## config.mk

```make
export PLATFORM = sky130hd
export DESIGN_NAME = memacc_guard
export DESIGN_NICKNAME = d
export VERILOG_FILES = /design/src/rtl/memacc_pkg.sv /design/src/rtl/memacc_decode.sv /design/src/rtl/memacc_rules.sv /design/src/rtl/memacc_guard.sv
export SDC_FILE = /design/constraint.sdc
export NUM_CORES = 1
export LEC_CHECK = 0
export ABC_CLOCK_PERIOD_IN_PS = 4000
export CORE_MARGIN = 10
export CORE_UTILIZATION = 44
export CTS_CLUSTER_SIZE = 16
export DETAILED_ROUTE_END_ITERATION = 8
export PLACE_DENSITY = 0.88
export SLEW_MARGIN = 20
export SYNTH_ARGS = -nofsm -noshare
export SYNTH_HDL_FRONTEND = slang
export SYNTH_SLANG_ARGS = --single-unit
```

## constraint.sdc

```tcl
create_clock -name clk -period 4 [get_ports clk]
set_input_delay 0.4 -clock clk [delete_from_list [all_inputs] [get_ports clk]]
set_output_delay 0.4 -clock clk [all_outputs]
set_load 0.02 [all_outputs]
```

## src/rtl/memacc_pkg.sv

```systemverilog
package memacc_pkg;

    localparam int NUM_BANKS = 4;
    localparam int BANK_W    = 2;
    localparam int WP_W      = 2;

    typedef logic [BANK_W-1:0] bank_idx_t;

    localparam bank_idx_t BANK_NOR    = 2'd0;
    localparam bank_idx_t BANK_CARD_A = 2'd1;
    localparam bank_idx_t BANK_CARD_B = 2'd2;
    localparam bank_idx_t BANK_SDRAM  = 2'd3;

    typedef enum logic [1:0] {
        TR_IDLE   = 2'b00,
        TR_BUSY   = 2'b01,
        TR_NONSEQ = 2'b10,
        TR_SEQ    = 2'b11
    } htrans_e;

    typedef enum logic [1:0] {
        RSP_OK       = 2'd0,
        RSP_ERR_WAIT = 2'd1,
        RSP_ERR_DONE = 2'd2
    } rsp_state_e;

endpackage

```

## src/rtl/memacc_decode.sv

```systemverilog
module memacc_decode
    import memacc_pkg::*;
#(
    parameter int REGION_LSB      = 28,
    parameter int SDRAM_DEV_BYTES = 64 * 1024 * 1024
) (
    input  logic [REGION_LSB+1:0] addr_low,
    output bank_idx_t             bank,
    output logic                  sdram_dev,
    output logic                  in_hole
);
    localparam int OFF_W = REGION_LSB - 1;
    localparam logic [REGION_LSB-1:0] DEV_LIMIT = REGION_LSB'(SDRAM_DEV_BYTES);

    logic [OFF_W-1:0] offset;

    always_comb begin
        bank      = addr_low[REGION_LSB+1:REGION_LSB];
        sdram_dev = addr_low[REGION_LSB-1];
        offset    = addr_low[OFF_W-1:0];
        // a hole exists only past the populated part of an SDRAM device window
        in_hole   = (bank == BANK_SDRAM) && ({1'b0, offset} >= DEV_LIMIT);
    end

endmodule

```

## src/rtl/memacc_rules.sv

```systemverilog
module memacc_rules
    import memacc_pkg::*;
(
    input  bank_idx_t             bank,
    input  logic                  sdram_dev,
    input  logic                  in_hole,
    input  logic                  is_write,
    input  logic [NUM_BANKS-1:0]  bank_en,
    input  logic                  flash_acc_en,
    input  logic                  card_present,
    input  logic [WP_W-1:0]       sdram_wp,
    output logic                  reject
);
    logic [NUM_BANKS-1:0] veto;

    for (genvar b = 0; b < NUM_BANKS; b++) begin : g_bank
        if (b == int'(BANK_NOR)) begin : g_nor
            assign veto[b] = !bank_en[b] || !flash_acc_en;
        end else if (b == int'(BANK_SDRAM)) begin : g_sdram
            assign veto[b] = !bank_en[b] || in_hole ||
                             (is_write && sdram_wp[sdram_dev]);
        end else begin : g_card
            assign veto[b] = !bank_en[b] || !card_present;
        end
    end

    always_comb begin
        reject = veto[bank];
    end

endmodule

```

## src/rtl/memacc_guard.sv

```systemverilog
module memacc_guard
    import memacc_pkg::*;
#(
    parameter int ADDR_W          = 32,
    parameter int REGION_LSB      = 28,
    parameter int SDRAM_DEV_BYTES = 64 * 1024 * 1024
) (
    input  logic                 clk,
    input  logic                 rst_n,
    input  logic                 hsel,
    input  logic [1:0]           htrans,
    input  logic [ADDR_W-1:0]    haddr,
    input  logic                 hwrite,
    input  logic                 hready_in,
    input  logic [3:0]           bank_en,
    input  logic                 flash_acc_en,
    input  logic                 card_present,
    input  logic [1:0]           sdram_wp,
    output logic                 hready_out,
    output logic                 hresp,
    output logic                 dn_req,
    output logic [3:0]           dn_sel,
    output logic [ADDR_W-1:0]    dn_addr,
    output logic                 dn_write
);
    typedef struct packed {
        rsp_state_e             rsp;
        logic                   req;
        logic [NUM_BANKS-1:0]   sel;
        logic [ADDR_W-1:0]      addr;
        logic                   write;
    } guard_state_t;

    guard_state_t st_d, st_q;

    bank_idx_t            bank;
    logic                 sdram_dev;
    logic                 in_hole;
    logic                 reject;
    logic                 accept;
    logic [NUM_BANKS-1:0] sel_onehot;

    memacc_decode #(
        .REGION_LSB      (REGION_LSB),
        .SDRAM_DEV_BYTES (SDRAM_DEV_BYTES)
    ) u_decode (
        .addr_low  (haddr[REGION_LSB+1:0]),
        .bank      (bank),
        .sdram_dev (sdram_dev),
        .in_hole   (in_hole)
    );

    memacc_rules u_rules (
        .bank         (bank),
        .sdram_dev    (sdram_dev),
        .in_hole      (in_hole),
        .is_write     (hwrite),
        .bank_en      (bank_en),
        .flash_acc_en (flash_acc_en),
        .card_present (card_present),
        .sdram_wp     (sdram_wp),
        .reject       (reject)
    );

    for (genvar b = 0; b < NUM_BANKS; b++) begin : g_sel
        assign sel_onehot[b] = (bank == BANK_W'(b));
    end

    always_comb begin
        accept = hsel && hready_in && st_q.rsp != RSP_ERR_WAIT &&
                 (htrans == TR_NONSEQ || htrans == TR_SEQ);

        st_d     = st_q;
        st_d.req = 1'b0;
        st_d.sel = '0;

        if (st_q.rsp == RSP_ERR_WAIT) begin
            st_d.rsp = RSP_ERR_DONE;
        end else begin
            st_d.rsp = RSP_OK;
            if (accept) begin
                if (reject) begin
                    st_d.rsp = RSP_ERR_WAIT;
                end else begin
                    st_d.req   = 1'b1;
                    st_d.sel   = sel_onehot;
                    st_d.addr  = haddr;
                    st_d.write = hwrite;
                end
            end
        end
    end

    always_ff @(posedge clk) begin
        if (!rst_n) begin
            st_q <= '{rsp: RSP_OK, req: 1'b0, sel: '0, addr: '0, write: 1'b0};
        end else begin
            st_q <= st_d;
        end
    end

    assign hready_out = (st_q.rsp != RSP_ERR_WAIT);
    assign hresp      = (st_q.rsp != RSP_OK);
    assign dn_req     = st_q.req;
    assign dn_sel     = st_q.sel;
    assign dn_addr    = st_q.addr;
    assign dn_write   = st_q.write;

endmodule

```

# --- Word level (Yosys, flattened, before mapping) ---
# Index checks and enable logic that the tools add are counted.
# Widths: inputs -> output; s select.
classes:
  n_eq_ne: 7
  magnitude_cmp: 3
  n_reduce_logical: 22
  muxes: 8
  n_bitwise: 4
op_table:
  columns: ["cell", "n"]
  rows:
  - ["$mux 40", 1]
  - ["$mux 38", 1]
  - ["$ge 27x27->1 const B", 1]
  - ["$eq 2x2->1 const B", 4]
  - ["$logic_not 1->1", 6]
  - ["$logic_or 1x1->1", 6]
  - ["$logic_and 1x1->1", 5]
  - ["$eq 2x1->1 const B", 2]
  - ["$mux 1", 4]
  - ["$not 1->1", 4]
  - ["$reduce_or 4->1", 1]
  - ["$lt 2x3->1 const B", 1]
  - ["$reduce_and 3->1", 1]
  - ["$reduce_or 3->1", 1]
  - ["$bmux 1 s2", 1]
  - ["$logic_not 2->1", 1]
  - ["$lt 1x2->1 const B", 1]
  - ["$mux 2", 1]
  - ["$ne 2x1->1 const B", 1]
  - ["$reduce_bool 2->1", 1]
word_totals:
  regBits: 40
  inputBits: 47

# --- Longest topological paths before layout ---
depth:
  word_depth: 9
  depth_mapped: 6

# --- Modules after synthesis ---
# From an unflattened synthesis, not the netlist that was laid out.
unflattened:
  cells_unflattened: 213
  hier_area_um2: 1931.9
modules_own_cells:
  columns: ["mod", "cells_each", "seq_area_each_um2", "instances", "area_each_um2"]
  rows:
  - ["memacc_guard", 200, 800.8, 1, 1846.8]
  - ["memacc_rules", 9, 0.0, 1, 56.3]
  - ["memacc_decode", 4, 0.0, 1, 28.8]

# --- Worst setup path after synthesis ---
# OpenSTA, ideal clock, no wires.
synth_timing:
  path_type: "input port to flip-flop"
  startpoint: "in card_present"
  endpoint: "reg st_q, in the netlist dn_addr[15]"
  required_ns: 3.884
  setup_time_ns: 0.116
  path_slack_ns: 2.391
  n_path_buf: 2
  arrival_time_ns: 1.493
  stages: 6
  cell_sequence: "and2_1 -> mux4_2 -> nand4_1 -> buf_4 -> buf_6 -> a2bb2oi_2"
synth_via:
  elab_chain_cells: 6
  elab_cells_between_ends: 7
synth_lines:
  columns: ["item", "line", "text"]
  rows:
  - ["start: declaration", "memacc_guard.sv:17", "input logic card_present,"]
  - ["$logic_not 1->1 (*)", "memacc_rules.sv:23", "assign veto[b] = !bank_en[b] || !card_present;"]
  - ["$logic_or 1x1->1", "memacc_rules.sv:23", null]
  - ["$bmux 1 s2 (*)", "memacc_rules.sv:28", "reject = veto[bank];"]
  - ["$mux 1 (not written as such) (*)", "memacc_rules.sv:28", null]
  - ["$not 1->1 (no source line) (*)", null, null]
  - ["$reduce_and 3->1 (no source line) (*)", null, null]
  - ["end signal: assignment", "memacc_guard.sv:96", "st_q <= '{rsp: RSP_OK, req: 1'b0, sel: '0, addr: '0, write: 1'b0};"]
  - ["end signal: assignment", "memacc_guard.sv:98", "st_q <= st_d;"]
  - ["end: declaration", "memacc_guard.sv:34", "guard_state_t st_d, st_q;"]
# Every way passes the cells marked *; elsewhere a longest branch is shown, timed or not. The select of a mux whose other input is x is not followed.
# A chain may end at the register's enable or synchronous reset.

# --- Worst setup path in the final report ---
layout_timing:
  startpoint: "in haddr[27]"
  endpoint: "reg st_q, in the netlist dn_addr[13]"
layout_via:
  elab_chain_cells: 8
layout_lines:
  columns: ["item", "line", "text"]
  rows:
  - ["start: declaration", "memacc_guard.sv:12", "input logic [ADDR_W-1:0] haddr,"]
  - ["$mux 1 (not written as such) (2 in series)", "memacc_rules.sv:21", "(is_write && sdram_wp[sdram_dev]);"]
  - ["$logic_and 1x1->1", "memacc_rules.sv:21", null]
  - ["$logic_or 1x1->1", "memacc_rules.sv:20", "assign veto[b] = !bank_en[b] || in_hole ||"]
  - ["$bmux 1 s2", "memacc_rules.sv:28", null]
  - ["$mux 1 (not written as such)", "memacc_rules.sv:28", null]
  - ["$not 1->1 (no source line)", null, null]
  - ["$reduce_and 3->1 (no source line)", null, null]
# No other way between the ends. The select of a mux whose other input is x is not followed.

==> summary.md <==
| Metric | Value |
|---|---|
| Result of the run | finished, final reports clean |
| Routability cong. | about 0.67 |
| Total leakage power | roughly 0.92 nW |
| Fraction of the mapped netlist area in compound gates | 0.223 |
| Fraction of synthesis flops using an asynchronous set or reset pin | 0 |
| Total buffers and inverters traversed by the critical path | 1 |
| IR Drop Worst-Case VDD | ~0.21 mV |
| Power density over the cells | 322 mW/mm^2 |
| Core Rows | 23 |
| Clock insertion delay at the later pin of the skew report | ~0.29 ns |
| DRT Wirelength | around 4400 microns |
| CTS Hold Bufs | 0 |
| Met2 demand-to-capacity share in global routing | 0.198 |
| Kind of start point of the critical path | input pin |
| I/O pin count | 87 |
| Area fraction of the dominant cell type after synthesis | 0.440 |
| Delay of the slowest critical-path stage | approximately 0.72 ns |
| Post-synth net total | ~220 |
| Wire length of the first global-routing pass | slightly above 7000 microns |
| Final Hold Fails | 0 |
| Met3 track demand over resource | 0.0705 |
| Initial antenna violation count | 0 |
| Setup skew after layout | 0.00252 ns |
| Nets | 271 |
| Clock-pin slew reported for the worst setup and hold paths after clock tree synthesis | 0.07 ns |
| EDFF count, synth | 0 |
| Post-synthesis share of cell area spent on full adders, half adders and majority gates | 0 |
| Initial cell density of the core | 0.455 |
| Cell family contributing the most delay on the critical path | simple AND/OR/NAND/NOR gates |
| Unrepaired setup endpoints after global routing | false |
| CP Data Arrival Time | roughly 2.5 ns |
| Worst slew margin relative to its limit | 0.401 |
| Number of buffers added by the clock tree synthesis step | 5 |
| Number of remaining DRC errors | 0 |
| Post-CTS resize count | 0 |
| HPWL after DPL | between 3000 and 4000 microns |
| Share of power burned in registers | 0.511 |
| # H-tree levels | 2 |
| # setup viols final | 0 |
| Antenna cell count | 0 |
| Final worst path period need | 2.33 ns |
| Most common flop cell mapped by yosys | sky130_fd_sc_hd__dfxtp_1 |
| Synth unique cells | 23 |
| Die Footprint | ~0.0071 sq mm |
| Synthesized instance count | about 180 |
| Number of port buffers | 85 |
| Slew @ Worst Pin | approximately 0.90 ns |
| Largest fanout of any net on the critical path | 33 |
| Number of global-route vias before repair | about 1400 |
| Core area | 0.00400 sq mm |
| Via density | between 4 and 5 |
| Max capacitance violation total | 0 |
| Switch share | 0.223 |
| Avg Inst Size Synth | between 10 and 15 sq um |
| Met1 track demand over resource in global routing | 0.129 |
| Maximum achievable frequency | 429 MHz |
| Most used routing layer | met2 |
| Largest net degree at the start of global routing | 37 |
| TritonCTS clock tree | yes |
| Largest family of logic cells by synthesized area | compound AO/OA/AOI/OAI gates |
| Most frequent standard cell in the layout excluding fill and tap cells | sky130_fd_sc_hd__clkdlybuf4s50_1 |
| Mux cell area share after synthesis | 0.0186 |
| Num Clock Sinks | 40 |
| Length of the first detailed-routing pass in iterations | 2 |
| Net Switching | about 0.18 mW |
| Cell breakdown of the critical path | clkdlybuf4s50_1, mux2_2, nand4_1, nand3_2, a2bb2oi_2 |
| Cell type contributing the most total cell area after synthesis | sky130_fd_sc_hd__dfxtp_1 |
| Internal | 0.626 mW |
| Synth Cell Area | ~0.0018 sq mm |
| Share of the synthesized netlist area taken by xor and xnor gates | 0 |
| Synth warnings | 0 |
| Share of synthesized cell area in and, or, nand and nor gates | 0.126 |
| Total power of the final layout | between 0.8 and 0.9 mW |
| Share of the cycle needed by the critical path after routing | 0.583 |
| Chip Width | 84.3 microns |
| Kind of critical path | in2reg |
| Commonest cells after routing, fill and taps aside | 85 x sky130_fd_sc_hd__clkdlybuf4s50_1, 40 x sky130_fd_sc_hd__dfxtp_1, 35 x sky130_fd_sc_hd__nand2_1, 18 x sky130_fd_sc_hd__a2bb2oi_2, 15 x sky130_fd_sc_hd__a2bb2oi_1 |
| Antenna violation net count after detailed routing | 0 |
| Worst setup EP type | register |
| Layout cells sized above 1 | 0.138 |
| Required time reported for the critical path endpoint | between 4 and 5 ns |
| Layout area overhead | 37.6% |
| GR Util All Layers | 0.123 |
| Violation count after the first detailed-route iteration | 51 |
| Master cell of the clock root buffer | sky130_fd_sc_hd__clkbuf_8 |
| Count of buffers added by post-CTS timing repair for setup | 0 |
| Setup TNS Final | 0 ns |
| Max Buffers Root-to-Sink | 2 |
| Slowest-stage cell, CP | sky130_fd_sc_hd__nand3_2 |
| Max-slew violation count | 0 |
| Number of vias in the routed layout | 1312 |
| Fraction of the yosys area taken by sequential cells | 0.440 |
| Y dimension of the die | roughly 84 microns |
| Routed wire per std cell | about 16 microns |
| Combinational fraction of design power | 0.150 |
| Flop and latch count out of synthesis | 40 |
| Final global-route overflow total | 0 |
| Type of the tightest min-delay check | reg2reg |
| Clock Power Share | 0.339 |
| Largest cells by area after synthesis | sky130_fd_sc_hd__dfxtp_1 44%, sky130_fd_sc_hd__buf_4 16%, sky130_fd_sc_hd__a2bb2oi_2 15% |
==> tightest hold or removal path, stage by stage, from the launching register on <==
cell and delay, ns:
sky130_fd_sc_hd__dfxtp_1 0.31, sky130_fd_sc_hd__nand2_1 0.05, sky130_fd_sc_hd__a2bb2oi_1 0.05
==> power by group through the flow <==
stage	sequential, mW	combinational [mW]	clock (mW)
finish	0.412	0.121	0.273
global route	0.413	0.128	0.302
CTS	0.412	0.123	0.283
detailed placement	0.421	0.122	0
global placement	0.420	0.120	0
floorplan	0.420	0.0619	0
==> cells in the mapped netlist (3+ instances only) <==
cell type	number
sky130_fd_sc_hd__buf_4	38
sky130_fd_sc_hd__and2_1	3
sky130_fd_sc_hd__dfxtp_1	40
sky130_fd_sc_hd__a2bb2oi_2	18
sky130_fd_sc_hd__clkbuf_1	3
sky130_fd_sc_hd__nand2_1	35
sky130_fd_sc_hd__buf_2	3
sky130_fd_sc_hd__a2bb2oi_1	15
==> kinds of logic (layout without fill, tap and decap cells) <==
group	after synthesis	after routing
buffers and inverters	49	98
AO/OA/AOI/OAI	34	34
multiplexers	2	2
flip-flops	40	40
AND/OR/NAND/NOR	51	51
==> sequential cells by signal, summed over array words and instances (netlist names) <==
signal / cells
dn_addr: 32
dn_write: 1
st_q: 2
dn_req: 1
dn_sel: 4
==> through the flow <==
| stage | util | std cells | setup slack (ns) | hold WS, ns | cell area [sq um] |
|---|---|---|---|---|---|
| 6_report | 0.626 | 275 | 1.67 | 0.454 | 2500 |
| 2_1_floorplan | - | 176 | 2.39 | 0.435 | 1820 |
| 4_1_cts | 0.626 | 275 | 1.66 | 0.458 | 2500 |
| 3_5_place_dp | 0.604 | 267 | 1.35 | 0.447 | 2410 |
| 3_3_place_gp | 0.604 | 267 | 1.38 | 0.440 | 2410 |
| 5_1_grt | 0.626 | 275 | 1.53 | 0.476 | 2500 |
==> worst paths after layout <==
check	startpoint	endpoint	slack (ns)	cells past startpoint
setup / recovery	haddr[27]	dn_addr[13]	1.67	5
hold / removal	dn_addr[5]	dn_addr[5]	0.45	2
setup reg to reg	st_q[38]	dn_addr[13]	2.12	4
hold reg to reg	dn_addr[5]	dn_addr[5]	0.45	2
==> metal layers <==
metal | wire, microns | vias to the layer above
li1 | - | 656
met1 | 1840 | 596
met2 | 2050 | 53
met3 | 461 | 7
met4 | 51 | 0
met5 | 0 | -
==> layout make-up <==
class                      instances  area (sq um)
tap                               50          62.6
multi-input combinational         87           671
sequential                        40           801
fill                             345          1500
timing repair buffer              88           873
inverter                           2          7.51
clock buffer                       8          90.1
No activity file was read; power rests on OpenSTA's default activity.
